File: src/rtl/ext_irq_pkg.sv
package ext_irq_pkg;

    // Trigger mode encoding seen on trig_level_i
    typedef enum logic {
        TRIG_EDGE_ONLY  = 1'b0,
        TRIG_EDGE_LEVEL = 1'b1
    } trig_mode_e;

    // Registered state of the request core
    typedef struct packed {
        logic latch;
    } req_state_t;

    localparam logic LVL_IDLE = 1'b1;

endpackage

File: src/rtl/eirq_sync.sv
module eirq_sync #(
    parameter int WIDTH  = 9,
    parameter int STAGES = 2
) (
    input  logic             clk_i,
    input  logic             por_n_i,
    input  logic [WIDTH-1:0] async_i,
    output logic [WIDTH-1:0] sync_o
);
    import ext_irq_pkg::*;

    typedef struct packed {
        logic [STAGES-1:0][WIDTH-1:0] stg;
    } sync_state_t;

    sync_state_t state_d, state_q;

    always_comb begin
        state_d = state_q;
        state_d.stg[0] = async_i;
        for (int k = 1; k < STAGES; k++) begin
            state_d.stg[k] = state_q.stg[k-1];
        end
    end

    always_ff @(posedge clk_i or negedge por_n_i) begin
        if (!por_n_i) begin
            state_q <= '{stg: {STAGES*WIDTH{LVL_IDLE}}};
        end else begin
            state_q <= state_d;
        end
    end

    assign sync_o = state_q.stg[STAGES-1];

endmodule

File: src/rtl/eirq_src_detect.sv
module eirq_src_detect #(
    parameter int WIDTH = 9
) (
    input  logic             clk_i,
    input  logic             por_n_i,
    input  logic [WIDTH-1:0] lvl_i,
    input  logic [WIDTH-1:0] qual_i,
    output logic             fall_any_o,
    output logic             low_any_o
);
    import ext_irq_pkg::*;

    typedef struct packed {
        logic [WIDTH-1:0] prev;
    } det_state_t;

    det_state_t       state_d, state_q;
    logic [WIDTH-1:0] fall_vec;
    logic [WIDTH-1:0] low_vec;

    // Previous level always tracks the pin, qualified or not, so that a
    // pin becoming qualified while low has prev = low and shows no edge.
    always_comb begin
        state_d      = state_q;
        state_d.prev = lvl_i;
    end

    genvar g;
    generate
        for (g = 0; g < WIDTH; g++) begin : g_src
            assign fall_vec[g] = qual_i[g] & state_q.prev[g] & ~lvl_i[g];
            assign low_vec[g]  = qual_i[g] & ~lvl_i[g];
        end
    endgenerate

    assign fall_any_o = |fall_vec;
    assign low_any_o  = |low_vec;

    always_ff @(posedge clk_i or negedge por_n_i) begin
        if (!por_n_i) begin
            state_q <= '{prev: {WIDTH{LVL_IDLE}}};
        end else begin
            state_q <= state_d;
        end
    end

endmodule

File: src/rtl/eirq_req_core.sv
module eirq_req_core (
    input  logic clk_i,
    input  logic por_n_i,
    input  logic sync_clr_i,
    input  logic fall_any_i,
    input  logic low_any_i,
    input  logic trig_level_i,
    input  logic vec_fetch_ack_i,
    output logic latch_o
);
    import ext_irq_pkg::*;

    req_state_t state_d, state_q;
    logic       set_req;

    always_comb begin
        set_req = fall_any_i | ((trig_mode_e'(trig_level_i) == TRIG_EDGE_LEVEL) & low_any_i);
        state_d = state_q;
        if (sync_clr_i) begin
            state_d.latch = 1'b0;
        end else if (set_req) begin
            state_d.latch = 1'b1;
        end else if (vec_fetch_ack_i) begin
            state_d.latch = 1'b0;
        end
    end

    always_ff @(posedge clk_i or negedge por_n_i) begin
        if (!por_n_i) begin
            state_q <= '{latch: 1'b0};
        end else begin
            state_q <= state_d;
        end
    end

    assign latch_o = state_q.latch;


    set_takes_chk: assert property (@(posedge clk_i) disable iff (!por_n_i)
        (fall_any_i && !sync_clr_i) |=> latch_o);


    ack_clears_chk: assert property (@(posedge clk_i) disable iff (!por_n_i)
        (vec_fetch_ack_i && !fall_any_i && !(trig_level_i && low_any_i) && !sync_clr_i) |=> !latch_o);


    sync_rst_chk: assert property (@(posedge clk_i) disable iff (!por_n_i)
        sync_clr_i |=> !latch_o);


    rise_has_cause_chk: assert property (@(posedge clk_i) disable iff (!por_n_i)
        $rose(latch_o) |-> $past(fall_any_i || (trig_level_i && low_any_i)));

endmodule

File: src/rtl/ext_irq_latch.sv
module ext_irq_latch #(
    parameter int NUM_PORT_PINS = 8,
    parameter int SYNC_STAGES   = 2
) (
    input  logic                     clk_i,
    input  logic                     por_n_i,
    input  logic                     wdog_rst_i,
    input  logic                     ext_rst_i,
    input  logic                     irq_pin_n_i,
    input  logic [NUM_PORT_PINS-1:0] port_pin_i,
    input  logic [NUM_PORT_PINS-1:0] port_pullup_en_i,
    input  logic [NUM_PORT_PINS-1:0] port_dir_out_i,
    input  logic                     trig_level_i,
    input  logic                     cpu_mask_i,
    input  logic                     vec_fetch_ack_i,
    output logic                     irq_latched_o,
    output logic                     irq_to_cpu_o
);
    localparam int SRC_W = NUM_PORT_PINS + 1;

    logic [SRC_W-1:0] src_raw;
    logic [SRC_W-1:0] src_sync;
    logic [SRC_W-1:0] src_qual;
    logic             fall_any;
    logic             low_any;
    logic             latch;

    // Top bit is the dedicated pin, always qualified
    assign src_raw  = {irq_pin_n_i, port_pin_i};
    assign src_qual = {1'b1, port_pullup_en_i & ~port_dir_out_i};

    eirq_sync #(
        .WIDTH  (SRC_W),
        .STAGES (SYNC_STAGES)
    ) sync_i (
        .clk_i   (clk_i),
        .por_n_i (por_n_i),
        .async_i (src_raw),
        .sync_o  (src_sync)
    );

    eirq_src_detect #(
        .WIDTH (SRC_W)
    ) det_i (
        .clk_i      (clk_i),
        .por_n_i    (por_n_i),
        .lvl_i      (src_sync),
        .qual_i     (src_qual),
        .fall_any_o (fall_any),
        .low_any_o  (low_any)
    );

    eirq_req_core core_i (
        .clk_i           (clk_i),
        .por_n_i         (por_n_i),
        .sync_clr_i      (wdog_rst_i | ext_rst_i),
        .fall_any_i      (fall_any),
        .low_any_i       (low_any),
        .trig_level_i    (trig_level_i),
        .vec_fetch_ack_i (vec_fetch_ack_i),
        .latch_o         (latch)
    );

    assign irq_latched_o = latch;
    assign irq_to_cpu_o  = latch & ~cpu_mask_i;


    mask_hold_chk: assert property (@(posedge clk_i) disable iff (!por_n_i)
        (cpu_mask_i && irq_latched_o && !wdog_rst_i && !ext_rst_i && !vec_fetch_ack_i) |=> irq_latched_o);

endmodule

File: config.mk
export PLATFORM = sky130hd
export DESIGN_NAME = ext_irq_latch
export DESIGN_NICKNAME = d
export VERILOG_FILES = /design/src/rtl/ext_irq_pkg.sv /design/src/rtl/eirq_sync.sv /design/src/rtl/eirq_src_detect.sv /design/src/rtl/eirq_req_core.sv /design/src/rtl/ext_irq_latch.sv
export SDC_FILE = /design/constraint.sdc
export NUM_CORES = 1
export LEC_CHECK = 0
export BUFFER_PORTS_ARGS = -buffer_cell sky130_fd_sc_hd__buf_4
export CAP_MARGIN = 25
export CORE_ASPECT_RATIO = 0.6
export CORE_MARGIN = 4
export CORE_UTILIZATION = 40
export DETAILED_ROUTE_END_ITERATION = 8
export HOLD_SLACK_MARGIN = 0.12
export PLACE_DENSITY = 0.66
export SYNTH_ARGS = -nofsm -noshare
export SYNTH_HDL_FRONTEND = slang
export SYNTH_HIERARCHICAL = 1
export SYNTH_SLANG_ARGS = --single-unit
File: constraint.sdc
create_clock -name clk_i -period 3.87 [get_ports clk_i]
set_clock_uncertainty 0.15 [all_clocks]
set_input_delay 0 -clock clk_i [delete_from_list [all_inputs] [get_ports clk_i]]
set_output_delay 0 -clock clk_i [all_outputs]
set_load 0.005 [all_outputs]
* Word-level counts from Yosys, hierarchy flattened
Index checks and enable logic that the tools add are counted.
** Word-level totals
- Flip-flop bits (word level) :: 28
- Bits of input ports :: 32
- Logic and storage cells :: 51
- Output and inout bits :: 2
** Cells by class
- Bitwise operators :: 41
- Reductions and logical operators :: 3
- Multiplexer cells :: 3
** Operators with widths (number)
- $and A1 B1 Y1 :: 27
- $reduce_or A9 Y1 :: 2
- $not A1 Y1 :: 10
- $and A8 B8 Y8 :: 1
- $not A8 Y8 :: 1
- $mux W1 :: 3
- $reduce_bool A3 Y1 :: 1
- $or A1 B1 Y1 :: 2

* Depth between registers and ports, before layout
- Depth after elaboration :: 8
- Depth in mapped cells :: 6

* Cells and area by module
Netlist, hierarchy kept.
** Modules (own cells, without submodules)
- eirq_sync :: seq. area each 473.0 um^2, times used 1, area each 473.0 um^2, cells an instance 18
- eirq_src_detect :: seq. area each 236.5 um^2, times used 1, area each 384.1 um^2, cells an instance 32
- ext_irq_latch :: seq. area each 0.0 um^2, times used 1, area each 66.3 um^2, cells an instance 11
- eirq_req_core :: seq. area each 25.0 um^2, times used 1, area each 56.3 um^2, cells an instance 4

* Worst setup path after synthesis
OpenSTA, ideal clock, no wires.
- Kind :: reg-to-reg
- From :: reg sync_i.state_q (netlist bit sync_i/sync_o[5])
- To :: reg core_i.state_q (netlist: core_i/latch_o)
- Setup time :: 119 ps
- Arrival time :: 1465 ps
- Setup slack :: 2136 ps
- Buffers on the path :: 0
- Stages on the path, launching flop included :: 6
- Data required time :: 3601 ps
- Path through :: dfstp_2 -> and3b_2 -> a221o_1 -> or3_1 -> a21oi_2 -> a21oi_2
** Between the ends
- Elaborated cells between the ends (all ways) :: 10
** RTL lines
- start, declared :: RTL line eirq_sync.sv:16 : sync_state_t state_d, state_q;
- start signal, assigned :: RTL line eirq_sync.sv:28 : state_q <= '{stg: {STAGES*WIDTH{LVL_IDLE}}};
- start signal, assigned :: RTL line eirq_sync.sv:30 : state_q <= state_d;
- $not A1 Y1 (*) :: RTL line eirq_src_detect.sv:31 : assign fall_vec[g] = qual_i[g] & state_q.prev[g] & ~lvl_i[g];
- $and A1 B1 Y1 (*) :: RTL line eirq_src_detect.sv:31
- $reduce_or A9 Y1 (*) :: RTL line eirq_src_detect.sv:36 : assign fall_any_o = |fall_vec;
- via fall_any :: RTL line ext_irq_latch.sv:24 : logic fall_any;
- $or A1 B1 Y1 (*) :: RTL line eirq_req_core.sv:17 : set_req = fall_any_i | ((trig_mode_e'(trig_level_i) == TRIG_EDGE_LEVEL) & low_any_i);
- $mux W1 :: RTL line eirq_req_core.sv:21 : end else if (set_req) begin
- $mux W1 :: RTL line eirq_req_core.sv:19 : if (sync_clr_i) begin
- end signal, assigned :: RTL line eirq_req_core.sv:30 : state_q <= '{latch: 1'b0};
- end signal, assigned :: RTL line eirq_req_core.sv:32 : state_q <= state_d;
- end, declared :: RTL line eirq_req_core.sv:13 : req_state_t state_d, state_q;
The timed path passes the listed nets; every way through them passes the cells marked *.
A chain may end at the register's enable or synchronous reset.

* Final worst setup path
Same ends and word-level chain as after synthesis.

==> impl_metrics.csv <==
group,metric,value,unit
floorplanning,core,2240,sq um
floorplanning,die_area,3330,sq um
global_routing,gr-usage-met2,0.197,
logic_synthesis,yosysUniqueCellTypes,17,
routing,wl_per_cell,11.8,um
global_routing,globalRouteOverflowTotal,0,
final_layout,antenna_cells,0,
final_layout,nets,151,
logic_synthesis,ys_ff_latch,28,
floorplanning,rows,13,
place,gp_congestion,0.715,
logic_synthesis,avgSynthCellArea,15.1,sq um
worst_setup_path,critical_path_class,"reg -> reg",
clock_tree,htree_levels,1,
final_layout,multi_input_area,238,sq um
final_layout,post_route_cells_drive_above_1_share,0.576,
worst_setup_path,regToRegEndpoint,"core_i/latch_o",
logic_synthesis,syn_inst,65,
worst_hold_path,hold_depth,0,
logic_synthesis,synth_top_family_by_area,"simple AND/OR/NAND/NOR gates",
power,finalPower,560,uW
worst_setup_path,reg2reg_setup_slack,1530,ps
global_routing,first_global_vias,640,
clock_tree,postCtsResizedCells,0,
logic_synthesis,yosys.area_share.simple,0.183,
worst_hold_path,hold_start,"sync_i/state_d[16]",
routing,dr.pass1.iters,4,
clock_tree,cts.sinks,28,
global_routing,grt_usage,0.126,
sta,rsz0062_at_grt,"false",
global_routing,use_met3,0.0610,
worst_hold_path,worstHoldEndpoint,"sync_i/sync_o[7]",
power,power.switching,108,uW
final_layout,areaGrowthSynthToFinish,50.4,%
power,p_int,451,uW
worst_setup_path,reg2reg_depth,6,
worst_setup_path,crit-reg2reg-launch,"sync_i/sync_o[5]",
routing,drc,0,
logic_synthesis,synthesis.area,980,sq um
logic_synthesis,synth_xor_area_frac,0,
power,powerDensity,380,nW/um^2
floorplanning,dieWidth,71.9,um
sta,finalHoldViolCount,0,
sta,period_share,0.605,
worst_setup_path,worstPathRequired,3880,ps
routing,detail-route-antenna-nets,0,
clock_tree,numCtsBuffers,3,
routing,drt-total-wl,1.75,mm
clock_tree,insertion_delay,270,ps
floorplanning,fp.dieH,46.3,um
outcome,status,"complete, no violations",
power,p_seq_frac,0.581,
worst_setup_path,arrival,2350,ps
clock_tree,clock_path_buffers,2,
routing,viasPerCell,4.34,
power,combPwrFrac,0.110,
worst_setup_path,path_cells,"and3b_2 -> a221o_1 -> or3_1 -> a21oi_2 -> a21oi_2 -> dlygate4sd3_1",
floorplanning,initial_utilization,0.436,
global_routing,grtUsageMet1,0.159,
power,clkPwrFrac,0.309,
logic_synthesis,ys_warn_count,6,
global_routing,grt_max_degree,29,
sta,slew_viol_final,0,
global_routing,antenna_found_initial,0,
logic_synthesis,muxShareOfSynthArea,0,
sta,min_period,2340,ps
power,peakVddDrop,0.000254,V
worst_setup_path,path_common_cell,"a21oi_2",
final_layout,regArea,734,sq um
clock_tree,tritoncts,"built",
routing,via_count,643,
logic_synthesis,synth_compound_area_frac,0.0524,
power,p_sw_frac,0.194,
floorplanning,io_pins,34,
sta,finalSetupTns,0,ps
worst_setup_path,critical-path-max-stage-delay,550,ps
power,p_leak,0.653,nW
final_layout,layout_commonest_cell,"buf_4",
global_routing,grt_pass1_wl,3.05,mm
global_routing,busiest_layer,"met2",
worst_setup_path,crit_path_max_fanout,3,
routing,first_iter_violations,26,
clock_tree,cts_root_buf,"clkbuf_8",
worst_setup_path,start_kind,"flip-flop",
sta,hold_ws,208,ps
worst_setup_path,end_kind,"flip-flop",
worst_hold_path,worstHoldPathType,"reg -> reg",
final_layout,utilization,0.657,
final_layout,final_cell_mix,"buf_4, dfstp_2, dlygate4sd3_1",
clock_tree,cts.clk_slew.worst_paths,90,ps
run,cap_violations,0,
sta,max_freq,427,MHz
worst_setup_path,cp_slowest_cell,"dlygate4sd3_1",
logic_synthesis,ys_seq_area_frac,0.750,
sta,report.final.setup_viol,0,
final_layout,fillers,191,
logic_synthesis,synthAdderAreaFrac,0,
place,io_buffers,33,
-- worst max-delay path by stage --
| stage | start | to | slack [ps] | cells past startpoint |
|---|---|---|---|---|
| final | sync_i/sync_o[5] | core_i/latch_o | 1530 | 6 |
| after global routing | sync_i/sync_o[5] | core_i/latch_o | 1460 | 6 |
| after CTS | sync_i/sync_o[5] | core_i/latch_o | 1520 | 6 |
| after detailed placement | sync_i/sync_o[5] | core_i/latch_o | 2080 | 5 |
| after global placement | sync_i/sync_o[5] | core_i/latch_o | 2120 | 5 |
| after floorplan | sync_i/sync_o[5] | core_i/latch_o | 2140 | 5 |
-- cells in the mapped netlist --
cell type | n | area, sq um
a21oi_1 | 3 | 15.0
a21oi_2 | 2 | 17.5
a221o_1 | 1 | 10.0
a22o_1 | 1 | 8.76
and2b_1 | 1 | 7.51
and3b_2 | 1 | 10.0
conb_1 | 1 | 3.75
dfrtp_1 | 1 | 25.0
dfstp_2 | 27 | 709
inv_1 | 3 | 11.3
nand2b_4 | 1 | 13.8
nand3b_1 | 4 | 30.0
nand4_1 | 2 | 12.5
nor2b_1 | 14 | 87.6
nor3_1 | 1 | 5.00
or2_1 | 1 | 6.26
or3_1 | 1 | 6.26
-- cell type report --
cell class                 count  area share
clock buffer                   4      0.0374
tap                           30      0.0255
sequential                    28       0.498
inverter                       3     0.00764
multi-input combinational     35       0.161
timing repair buffer          48       0.270
-- worst max-delay path, delay by kind of cell, from the launching register on --
| kind | cells | cell delay (ps) |
|---|---|---|
| flip-flops | 1 | 540 |
| AO/OA/AOI/OAI | 3 | 450 |
| AND/OR/NAND/NOR | 2 | 560 |
| buffers and inverters | 1 | 550 |
-- state kept, by name, indices dropped and copies added, names as in the netlist --
| register | flops |
|---|---|
| core_i/latch_o | 1 |
| det_i/state_q | 9 |
| sync_i/state_d | 9 |
| sync_i/sync_o | 9 |
-- what timing repair did --
item,4_1_cts,5_1_grt
hold buffers,15,0
buffers inserted,0,0
endpoints found under the hold margin,39,0
-- power by group through the flow --
stage / sequential (mW) / combinational (mW) / clock, mW
final: 0.325 / 0.0614 / 0.173
after global routing: 0.327 / 0.0682 / 0.193
after CTS: 0.326 / 0.0621 / 0.181
after detailed placement: 0.330 / 0.0498 / 0
after global placement: 0.329 / 0.0484 / 0
after floorplan: 0.328 / 0.0163 / 0
-- per-stage QoR --
stage / instances / area, sq um / setup WS (ps)
final: 148 / 1470 / 1530
after global routing: 148 / 1470 / 1460
after CTS: 148 / 1470 / 1520
after detailed placement: 129 / 1270 / 2080
after global placement: 129 / 1270 / 2120
after floorplan: 66 / 983 / 2140
-- layer usage --
layer,up-vias,wire length [um]
met5,-,0
met4,0,0
met3,0,187
met2,32,853
met1,296,710
li1,315,-
-- kinds of logic after synthesis --
kind of cell | after synthesis
other | 1
flip-flops | 28
AND/OR/NAND/NOR | 26
AO/OA/AOI/OAI | 7
buffers and inverters | 3
No activity file was read; power rests on OpenSTA's default activity.
